[src/rtl/i2cws_pkg.sv]
package i2cws_pkg;

  typedef enum logic [1:0] {
    PH_IDLE,
    PH_ADDR,
    PH_DATA,
    PH_SKIP
  } busPhase_t;

  // datapath -> control: qualified bus events
  typedef struct packed {
    logic startSeen;
    logic stopSeen;
    logic sclFall;
  } busEvents_t;

  // control -> datapath: strobes
  typedef struct packed {
    logic clearCount;
    logic latchByte;
  } ctlStrobes_t;

endpackage

[src/rtl/i2cws_datapath.sv]
module i2cws_datapath
  import i2cws_pkg::*;
#(
  parameter int SYNC_STAGES = 2,
  parameter int ADDR_BITS   = 7
) (
  input  logic                   clk,
  input  logic                   rstN,
  input  logic                   sclIn,
  input  logic                   sdaIn,
  input  ctlStrobes_t            strobes,
  output busEvents_t             events,
  output logic [$clog2(ADDR_BITS+3)-1:0] riseCnt,
  output logic [ADDR_BITS-1:0]   addrField,
  output logic [ADDR_BITS:0]     rxByte
);
  localparam int BYTE_BITS = ADDR_BITS + 1;
  localparam int CNT_W     = $clog2(ADDR_BITS + 3);

  logic [SYNC_STAGES-1:0] sclPipe, sdaPipe;
  logic                   sclLast, sdaLast;
  logic                   sclNow, sdaNow, sclRise;
  logic [BYTE_BITS-1:0]   shiftReg;

  // one synchronizer chain per bus line
  generate
    if (SYNC_STAGES == 1) begin : g_single
      always_ff @(posedge clk or negedge rstN)
        if (!rstN) begin
          sclPipe <= '1;
          sdaPipe <= '1;
        end else begin
          sclPipe <= sclIn;
          sdaPipe <= sdaIn;
        end
    end else begin : g_chain
      always_ff @(posedge clk or negedge rstN)
        if (!rstN) begin
          sclPipe <= '1;
          sdaPipe <= '1;
        end else begin
          sclPipe <= {sclPipe[SYNC_STAGES-2:0], sclIn};
          sdaPipe <= {sdaPipe[SYNC_STAGES-2:0], sdaIn};
        end
    end
  endgenerate

  assign sclNow = sclPipe[SYNC_STAGES-1];
  assign sdaNow = sdaPipe[SYNC_STAGES-1];

  always_ff @(posedge clk or negedge rstN)
    if (!rstN) begin
      sclLast <= 1'b1;
      sdaLast <= 1'b1;
    end else begin
      sclLast <= sclNow;
      sdaLast <= sdaNow;
    end

  assign sclRise          = sclNow & ~sclLast;
  assign events.sclFall   = ~sclNow & sclLast;
  assign events.startSeen = sclNow & sclLast & sdaLast & ~sdaNow;
  assign events.stopSeen  = sclNow & sclLast & ~sdaLast & sdaNow;

  // rising-edge counter: 1..8 data bits, 9 = acknowledge clock
  always_ff @(posedge clk or negedge rstN)
    if (!rstN)
      riseCnt <= '0;
    else if (strobes.clearCount)
      riseCnt <= '0;
    else if (sclRise && riseCnt < CNT_W'(BYTE_BITS + 1))
      riseCnt <= riseCnt + 1'b1;

  always_ff @(posedge clk or negedge rstN)
    if (!rstN)
      shiftReg <= '0;
    else if (sclRise && riseCnt < CNT_W'(BYTE_BITS))
      shiftReg <= {shiftReg[BYTE_BITS-2:0], sdaNow};

  always_ff @(posedge clk or negedge rstN)
    if (!rstN)
      rxByte <= '0;
    else if (strobes.latchByte)
      rxByte <= shiftReg;

  assign addrField = shiftReg[BYTE_BITS-1:1];

endmodule

[src/rtl/i2cws_control.sv]
module i2cws_control
  import i2cws_pkg::*;
#(
  parameter int ADDR_BITS = 7,
  parameter int EXT_BITS  = 4
) (
  input  logic                   clk,
  input  logic                   rstN,
  input  logic                   cfgEnable,
  input  logic                   cfgWaitNinth,
  input  logic                   cfgAckEnable,
  input  logic                   cfgStopIrqEn,
  input  logic                   cfgWakeMode,
  input  logic [ADDR_BITS-1:0]   localAddr,
  input  logic                   waitRelease,
  input  busEvents_t             events,
  input  logic [$clog2(ADDR_BITS+3)-1:0] riseCnt,
  input  logic [ADDR_BITS-1:0]   addrField,
  output ctlStrobes_t            strobes,
  output logic                   sdaDriveLow,
  output logic                   sclHoldLow,
  output logic                   waitIrq,
  output logic                   stopIrq
);
  localparam int BYTE_BITS = ADDR_BITS + 1;
  localparam int CNT_W     = $clog2(ADDR_BITS + 3);

  busPhase_t phase;
  logic      addrMatched;
  logic      fallLast, fallAck, isMatch, isExt;

  assign fallLast = events.sclFall && (riseCnt == CNT_W'(BYTE_BITS));
  assign fallAck  = events.sclFall && (riseCnt == CNT_W'(BYTE_BITS + 1));
  assign isMatch  = (addrField == localAddr);
  assign isExt    = (addrField[ADDR_BITS-1 -: EXT_BITS] == '1);

  assign strobes.clearCount = ~cfgEnable | events.startSeen | events.stopSeen | fallAck;
  assign strobes.latchByte  = cfgEnable & fallLast & ((phase == PH_ADDR) | (phase == PH_DATA));

  always_ff @(posedge clk or negedge rstN)
    if (!rstN) begin
      phase       <= PH_IDLE;
      addrMatched <= 1'b0;
      sdaDriveLow <= 1'b0;
      sclHoldLow  <= 1'b0;
      waitIrq     <= 1'b0;
      stopIrq     <= 1'b0;
    end else if (!cfgEnable) begin
      phase       <= PH_IDLE;
      addrMatched <= 1'b0;
      sdaDriveLow <= 1'b0;
      sclHoldLow  <= 1'b0;
      waitIrq     <= 1'b0;
      stopIrq     <= 1'b0;
    end else begin
      waitIrq <= 1'b0;
      stopIrq <= 1'b0;
      if (waitRelease) sclHoldLow <= 1'b0;

      if (events.stopSeen) begin
        phase       <= PH_IDLE;
        sdaDriveLow <= 1'b0;
        sclHoldLow  <= 1'b0;
        stopIrq     <= cfgStopIrqEn & ~cfgWakeMode;
      end else if (events.startSeen) begin
        phase       <= PH_ADDR;
        sdaDriveLow <= 1'b0;
        sclHoldLow  <= 1'b0;
      end else if (fallLast) begin
        unique case (phase)
          PH_ADDR: begin
            if (isMatch) begin
              addrMatched <= 1'b1;
              sdaDriveLow <= 1'b1;
            end else if (isExt) begin
              addrMatched <= 1'b0;
              sdaDriveLow <= cfgAckEnable;
              sclHoldLow  <= 1'b1;
              waitIrq     <= 1'b1;
            end else begin
              phase <= PH_SKIP;
            end
          end
          PH_DATA: begin
            sdaDriveLow <= cfgAckEnable;
            if (!cfgWaitNinth) begin
              sclHoldLow <= 1'b1;
              waitIrq    <= 1'b1;
            end
          end
          default: ;
        endcase
      end else if (fallAck) begin
        sdaDriveLow <= 1'b0;
        unique case (phase)
          PH_ADDR: begin
            phase <= PH_DATA;
            if (addrMatched) begin
              sclHoldLow <= 1'b1;
              waitIrq    <= 1'b1;
            end
          end
          PH_DATA: begin
            if (cfgWaitNinth) begin
              sclHoldLow <= 1'b1;
              waitIrq    <= 1'b1;
            end
          end
          default: ;
        endcase
      end
    end

endmodule

[src/rtl/i2c_wait_slave.sv]
module i2c_wait_slave
  import i2cws_pkg::*;
#(
  parameter int SYNC_STAGES = 2,
  parameter int ADDR_BITS   = 7
) (
  input  logic                 clk,
  input  logic                 rstN,
  input  logic                 sclIn,
  input  logic                 sdaIn,
  input  logic                 cfgEnable,
  input  logic                 cfgWaitNinth,
  input  logic                 cfgAckEnable,
  input  logic                 cfgStopIrqEn,
  input  logic                 cfgWakeMode,
  input  logic [ADDR_BITS-1:0] localAddr,
  input  logic                 waitRelease,
  output logic                 sdaDriveLow,
  output logic                 sclHoldLow,
  output logic                 waitIrq,
  output logic                 stopIrq,
  output logic [ADDR_BITS:0]   rxByte
);
  localparam int CNT_W = $clog2(ADDR_BITS + 3);

  busEvents_t           events;
  ctlStrobes_t          strobes;
  logic [CNT_W-1:0]     riseCnt;
  logic [ADDR_BITS-1:0] addrField;

  i2cws_datapath #(.SYNC_STAGES(SYNC_STAGES), .ADDR_BITS(ADDR_BITS)) u_dp (
    .clk(clk), .rstN(rstN), .sclIn(sclIn), .sdaIn(sdaIn),
    .strobes(strobes), .events(events), .riseCnt(riseCnt),
    .addrField(addrField), .rxByte(rxByte)
  );

  i2cws_control #(.ADDR_BITS(ADDR_BITS)) u_ctl (
    .clk(clk), .rstN(rstN), .cfgEnable(cfgEnable), .cfgWaitNinth(cfgWaitNinth),
    .cfgAckEnable(cfgAckEnable), .cfgStopIrqEn(cfgStopIrqEn), .cfgWakeMode(cfgWakeMode),
    .localAddr(localAddr), .waitRelease(waitRelease), .events(events),
    .riseCnt(riseCnt), .addrField(addrField), .strobes(strobes),
    .sdaDriveLow(sdaDriveLow), .sclHoldLow(sclHoldLow),
    .waitIrq(waitIrq), .stopIrq(stopIrq)
  );

endmodule

[config.mk]
export PLATFORM = sky130hd
export DESIGN_NAME = i2c_wait_slave
export DESIGN_NICKNAME = d
export VERILOG_FILES = /design/src/rtl/i2cws_pkg.sv /design/src/rtl/i2cws_datapath.sv /design/src/rtl/i2cws_control.sv /design/src/rtl/i2c_wait_slave.sv
export SDC_FILE = /design/constraint.sdc
export NUM_CORES = 1
export LEC_CHECK = 0
export BUFFER_PORTS_ARGS = -buffer_cell sky130_fd_sc_hd__buf_2
export CAP_MARGIN = 10
export CORE_ASPECT_RATIO = 1.25
export CORE_MARGIN = 5
export CORE_UTILIZATION = 44
export DETAILED_ROUTE_END_ITERATION = 6
export PLACE_DENSITY = 0.65
export SLEW_MARGIN = 10
export SYNTH_ARGS = -nofsm -noshare
export SYNTH_HDL_FRONTEND = slang
export SYNTH_SLANG_ARGS = --single-unit
[constraint.sdc]
create_clock -name clk -period 2.2 [get_ports clk]
set_clock_uncertainty 0.15 [all_clocks]
set_input_delay 0.11 -clock clk [delete_from_list [all_inputs] [get_ports clk]]
set_output_delay 0.11 -clock clk [all_outputs]
set_load 0.005 [all_outputs]
* Yosys cells after proc, flatten, opt, wreduce, memory -nomap -nowiden
Index checks and enable logic that the tools add are counted.
** Operators by class
- Add/sub/neg operators :: 1
- Multipliers :: 0
- Div/mod/pow operators :: 0
- $lt $le $gt $ge :: 2
- Equal/unequal tests :: 18
- Shift operators :: 0
- Muxes and demuxes :: 53
- Bitwise operators :: 20
- Reduce and logical (&&, ||, !) cells :: 8
** Operators with widths (count)
- $mux W1 :: 37
- $ne A5 B3 Y1 const B :: 4
- $mux W2 :: 9
- $eq A4 B4 Y1 const B :: 3
- $and A1 B1 Y1 :: 10
- $pmux W1 S2 :: 5
- $reduce_and A5 Y1 :: 2
- $lt A4 B4 Y1 const B :: 2
- $mux W4 :: 2
- $eq A7 B7 Y1 :: 1
- $ne A7 B5 Y1 const B :: 1
- $ne A6 B4 Y1 const B :: 1
- $not A1 Y1 :: 6
- $ne A5 B1 Y1 const B :: 1
- $add A4 B1 Y4 const B :: 1
- $logic_and A1 B1 Y1 :: 4
- $ne A2 B1 Y1 const B :: 2
- $ne A2 B2 Y1 const B :: 2
- $or A1 B1 Y1 :: 4
- $ne A3 B1 Y1 const B :: 1
- $reduce_and A3 Y1 :: 1
- $eq A2 B1 Y1 const B :: 1
- $eq A2 B2 Y1 const B :: 1
- $reduce_bool A2 Y1 :: 1
** Storage, ports and cells
- Register bits after elaboration :: 33
- Latch bits :: 0
- RAM bits :: 0
- Memory bits (read-only) :: 0
- Output and inout bits :: 12
- Memories :: 0

* Depth between registers and ports, before layout
- Word-level depth :: 8
- Gate-level depth with buffers :: 7
- Depth with buffers taken out :: 7

* Modules after synthesis
From an unflattened synthesis, not the netlist that was laid out.
** Unflattened totals
- Cell total of the unflattened synthesis :: 142
- Area, all modules :: 1684.1 µm²
** Modules (own cells, without submodules)
- i2cws_datapath :: times used 1, cells an instance 75, area each 1086.0 µm², seq. area each 658.1 µm²
- i2cws_control :: times used 1, cells an instance 67, area each 598.1 µm², seq. area each 175.2 µm²

* Worst setup path before layout
Ideal clock, no wire load.
- Kind :: reg-to-reg
- From :: reg u_dp.sclPipe[1]
- To :: reg u_ctl.waitIrq
- Setup time :: 95 ps
- Data arrival time :: 1462 ps
- Data required time :: 1955 ps
- Slack :: 493 ps
- Stages on the path, launching flop included :: 7
- Cells stage by stage :: dfstp_2 -> and4bb_4 -> and2_1 -> buf_2 -> a21oi_1 -> a21oi_1 -> nor4b_2
** On the way
- Longest elaborated chain between the ends :: 8
- Elaborated cells between the ends (all ways) :: 14
** RTL lines
- start: declaration :: RTL line i2cws_datapath.sv:20 : logic [SYNC_STAGES-1:0] sclPipe, sdaPipe;
- start signal: assignment :: RTL line i2cws_datapath.sv:42 : sclPipe <= {sclPipe[SYNC_STAGES-2:0], sclIn};
- $not A1 Y1 :: RTL line i2cws_datapath.sv:61 : assign events.sclFall = ~sclNow & sclLast;
- $and A1 B1 Y1 :: RTL line i2cws_datapath.sv:61
- $logic_and A1 B1 Y1 :: RTL line i2cws_control.sv:33 : assign fallAck = events.sclFall && (riseCnt == CNT_W'(BYTE_BITS + 1));
- $mux W1 :: RTL line i2cws_control.sv:93 : end else if (fallAck) begin
- $mux W1 :: RTL line i2cws_control.sv:69 : end else if (fallLast) begin
- $mux W1 :: RTL line i2cws_control.sv:65 : end else if (events.startSeen) begin
- $mux W1 * :: RTL line i2cws_control.sv:60 : if (events.stopSeen) begin
- $mux W1 * :: RTL line i2cws_control.sv:48 : end else if (!cfgEnable) begin
- end signal: assignment :: RTL line i2cws_control.sv:46 : waitIrq <= 1'b0;
- end signal: assignment :: RTL line i2cws_control.sv:53 : waitIrq <= 1'b0;
- end signal: assignment :: RTL line i2cws_control.sv:56 : waitIrq <= 1'b0;
- end: declaration :: RTL line i2cws_control.sv:22 : output logic waitIrq,
Mark *: on every way between the ends. The rest lies on a longest branch, timed or not.
A chain may end at the register's enable or synchronous reset.

* Worst setup path after layout
- From :: reg u_ctl.phase[1]
- To :: reg u_ctl.sdaDriveLow
** On the way
- Longest elaborated chain between the ends :: 6
- Elaborated cells between the ends (all ways) :: 10
** RTL lines
- start: declaration :: RTL line i2cws_control.sv:28 : busPhase_t phase;
- start signal: assignment :: RTL line i2cws_control.sv:42 : phase <= PH_IDLE;
- start signal: assignment :: RTL line i2cws_control.sv:49 : phase <= PH_IDLE;
- start signal: assignment :: RTL line i2cws_control.sv:61 : phase <= PH_IDLE;
- $eq A2 B2 Y1 / $eq A2 B1 Y1 (equally long branches) :: RTL line i2cws_control.sv:70 : unique case (phase)
- $pmux W1 S2 :: RTL line i2cws_control.sv:70
- $mux W1 :: RTL line i2cws_control.sv:69
- $mux W1 :: RTL line i2cws_control.sv:65
- $mux W1 :: RTL line i2cws_control.sv:60
- $mux W1 :: RTL line i2cws_control.sv:48
- end signal: assignment :: RTL line i2cws_control.sv:77 : sdaDriveLow <= cfgAckEnable;
- end signal: assignment :: RTL line i2cws_control.sv:85 : sdaDriveLow <= cfgAckEnable;
- end: declaration :: RTL line i2cws_control.sv:20 : output logic sdaDriveLow,
Parallel ways exist; a longest one is shown, timed or not.

==> run_results.csv <==
group,metric,value,unit
finish,final_cell_mix,"buf_2, dfrtp_1, mux2_2",
grt,grt_pass1_vias,1197,
sta,worst_pin_slew,0.697,ns
routing,drtIter0Drc,21,
clocking,insertion_delay,0.28,ns
power,power_density,731,nW/um^2
sta,setup_violations,0,
clocking,clockBufferDepth,2,
power,power,1430,uW
clocking,htree_levels,2,
critical_path,crit_required,2.21,ns
routing,wl_per_cell,14.3,um
sta,finalMaxSlewViolations,0,
critical_path,setup.worst_path.class,"reg -> reg",
grt,grt_antenna_before_repair,0,
die,die_x,64.3,um
logic_synthesis,synth_flop_cell,"dfrtp_1",
logic_synthesis,avgSynthCellArea,11.6,sq um
sta,setup_tns,0,ns
critical_path,cpPeakStageDelay,0.41,ns
logic_synthesis,ys_seq_elements,33,
power,p_leak,0.000910,uW
grt,grtUsageTotal,0.140,
grt,overflow,0,
routing,first_pass_iters,4,
critical_path,cp_num_buf_inv,1,
routing,vias,1165,
sta,finalCriticalPeriod,1.91,ns
clocking,cts_tree,"done",
finish,area_delta_synth_final,21.0,%
clocking,cts_buffers,5,
sta,hold_ws,0.132,ns
routing,drc,0,
logic_synthesis,synth_fp_nets,162,
logic_synthesis,synth_edf_count,0,
logic_synthesis,syn_inst,140,
power,max-vdd-ir-drop,0.000505,V
critical_path,crit_family,"compound AO/OA/AOI/OAI gates",
logic_synthesis,netlist_area,1620,sq um
sta,max_freq,524,MHz
critical_path,worstPathCellList,"inv_1, ha_1, nor2_1, a21oi_1, a211oi_1, a41o_1, a41o_1",
finish,diodes,0,
sta,period_share,0.867,
finish,drive_above_1_share,0.343,
run_status,outcome,"finished, final reports clean",
die,num_io_pins,29,
critical_path,arrival,1.92,ns
logic_synthesis,yosysSeqAreaShare,0.514,
critical_path,cp_common_cell,"a41o_1",
die,die_y,77.8,um
critical_path,critPathMaxFanout,13,
grt,grt_max_degree,34,
sta,rsz0062_at_grt,"no",
logic_synthesis,synthArstFlopShare,1.00,
die,num_rows,24,
finish,final_common_cell,"buf_2",
critical_path,crit_path_top_delay_cell,"ha_1",
placement,gp_congestion,0.915,
placement,hpwl,2.38,mm
clocking,clkTransAtPathRegs,0.06,ns
critical_path,worstSetupStartpointType,"register",
sta,slew_headroom,0.535,
routing,vias_per_cell,5.30,
placement,io_buffers,28,
finish,fillCellCount,306,
clocking,cts_resized,0,
die,die_area,5000,sq um
finish,utilization,0.558,
routing,wirelength,3.14,mm
critical_path,cp-end-kind,"register",
die,core,3510,sq um
worst_hold_path,min_path_type,"in -> reg",
finish,nets,202,
routing,drtAntennaViolNets,0,
die,start_util,0.461,
logic_synthesis,synth.distinct_cells,36,
grt,grt_first_pass_wirelength,5.54,mm
logic_synthesis,synth-warning-count,0,
sta,finalHoldViolations,0,
run,cap_violations,0,
clocking,cts-root-buf,"clkbuf_8",
clocking,clock-sinks,33,
-- stage by stage --
step / area [sq um] / setup WS (ns) / std cells
2_1_floorplan: 1620 / 0.493 / 140
3_3_place_gp: 1800 / 0.289 / 205
3_5_place_dp: 1800 / 0.296 / 205
4_1_cts: 1960 / 0.274 / 220
5_1_grt: 1960 / 0.152 / 220
6_report: 1960 / 0.293 / 220
-- cells by family (layout without fill, tap and decap cells) --
family | Yosys count | in the layout | share of synthesized area
AOI/OAI and AO/OA | 23 | 23 | 0.0880
xor gates and xnor gates | 10 | 10 | 0.0541
adders and majority gates | 5 | 5 | 0.0386
buffers and inverters | 7 | 48 | 0.0170
DFF | 33 | 33 | 0.514
muxes | 19 | 19 | 0.130
and+or+nand+nor | 43 | 43 | 0.158
-- sequential cells by signal, indices dropped and copies added (netlist names) --
| register | flops |
|---|---|
| u_ctl.sclHoldLow | 1 |
| u_dp.riseCnt | 4 |
| u_ctl.waitIrq | 1 |
| u_ctl.phase | 2 |
| u_dp.rxByte | 8 |
| u_ctl.stopIrq | 1 |
| u_ctl.addrMatched | 1 |
| u_dp.sdaPipe | 2 |
| u_ctl.sdaDriveLow | 1 |
| u_dp.sclLast | 1 |
| u_dp.sdaLast | 1 |
| u_dp.shiftReg | 8 |
| u_dp.sclPipe | 2 |
-- repair_timing --
| item | CTS | global route |
|---|---|---|
| buffers inserted | 0 | 0 |
| hold buffers | 7 | 0 |
| hold endpoints to repair | 32 | 0 |
-- synthesized netlist by cell type (all sizes together), types with 2 or more instances --
library cell | n | share of area
mux2i | 3 | 0.019
nor4 | 3 | 0.021
dfrtp | 27 | 0.42
nor3 | 2 | 0.0062
xnor2 | 2 | 0.011
a21oi | 6 | 0.019
nand2 | 10 | 0.026
xor2 | 8 | 0.043
inv | 5 | 0.012
mux2 | 16 | 0.11
nor3b | 2 | 0.0093
nand2b | 6 | 0.023
o21ai | 8 | 0.025
ha | 5 | 0.039
dfstp | 6 | 0.097
a41o | 2 | 0.012
nor2 | 11 | 0.027
nand4 | 2 | 0.0077
nand3 | 2 | 0.0062
-- worst reg2reg max path: stages, from the launching register on --
cell and delay [ns]:
dfrtp_1 0.39, inv_1 0.08, ha_1 0.41, nor2_1 0.10
a21oi_1 0.16, a211oi_1 0.09, a41o_1 0.22, a41o_1 0.19
-- metal layers --
layer / global-route usage / routed length (um)
met1: 0.183 / 1430
met2: 0.207 / 1450
met3: 0.0390 / 193
met4: 0.0754 / 63
met5: 0 / 0
-- area by class of cell --
type | instances | area [sq um] | area share
clock buffer | 8 | 90.1 | 0.0459
inverter | 5 | 18.8 | 0.00957
multi-input combinational | 100 | 759 | 0.387
sequential | 33 | 833 | 0.425
tap | 39 | 48.8 | 0.0249
timing repair buffer | 35 | 210 | 0.107
-- worst paths after layout --
path                                 startpoint  cells past startpoint                 to  slack [ns]
worst max-delay path             u_ctl.phase[1]                      7  u_ctl.sdaDriveLow        0.29
worst min-delay path               cfgAckEnable                      4  u_ctl.sdaDriveLow        0.13
worst max register to register   u_ctl.phase[1]                      7  u_ctl.sdaDriveLow        0.29
worst min register to register  u_dp.sdaPipe[0]                      0    u_dp.sdaPipe[1]        0.20
max in group asynchronous                  rstN                      2  u_ctl.sdaDriveLow        1.17
min in group asynchronous                  rstN                      2   u_ctl.sclHoldLow        0.27
-- power by group --
| group | total (uW) | internal (uW) | switching (uW) |
|---|---|---|---|
| logic | 226 | 117 | 109 |
| registers | 752 | 677 | 74.9 |
| clock network | 455 | 255 | 200 |
| total | 1430 | 1050 | 384 |
(Power assumes the default switching activity.)
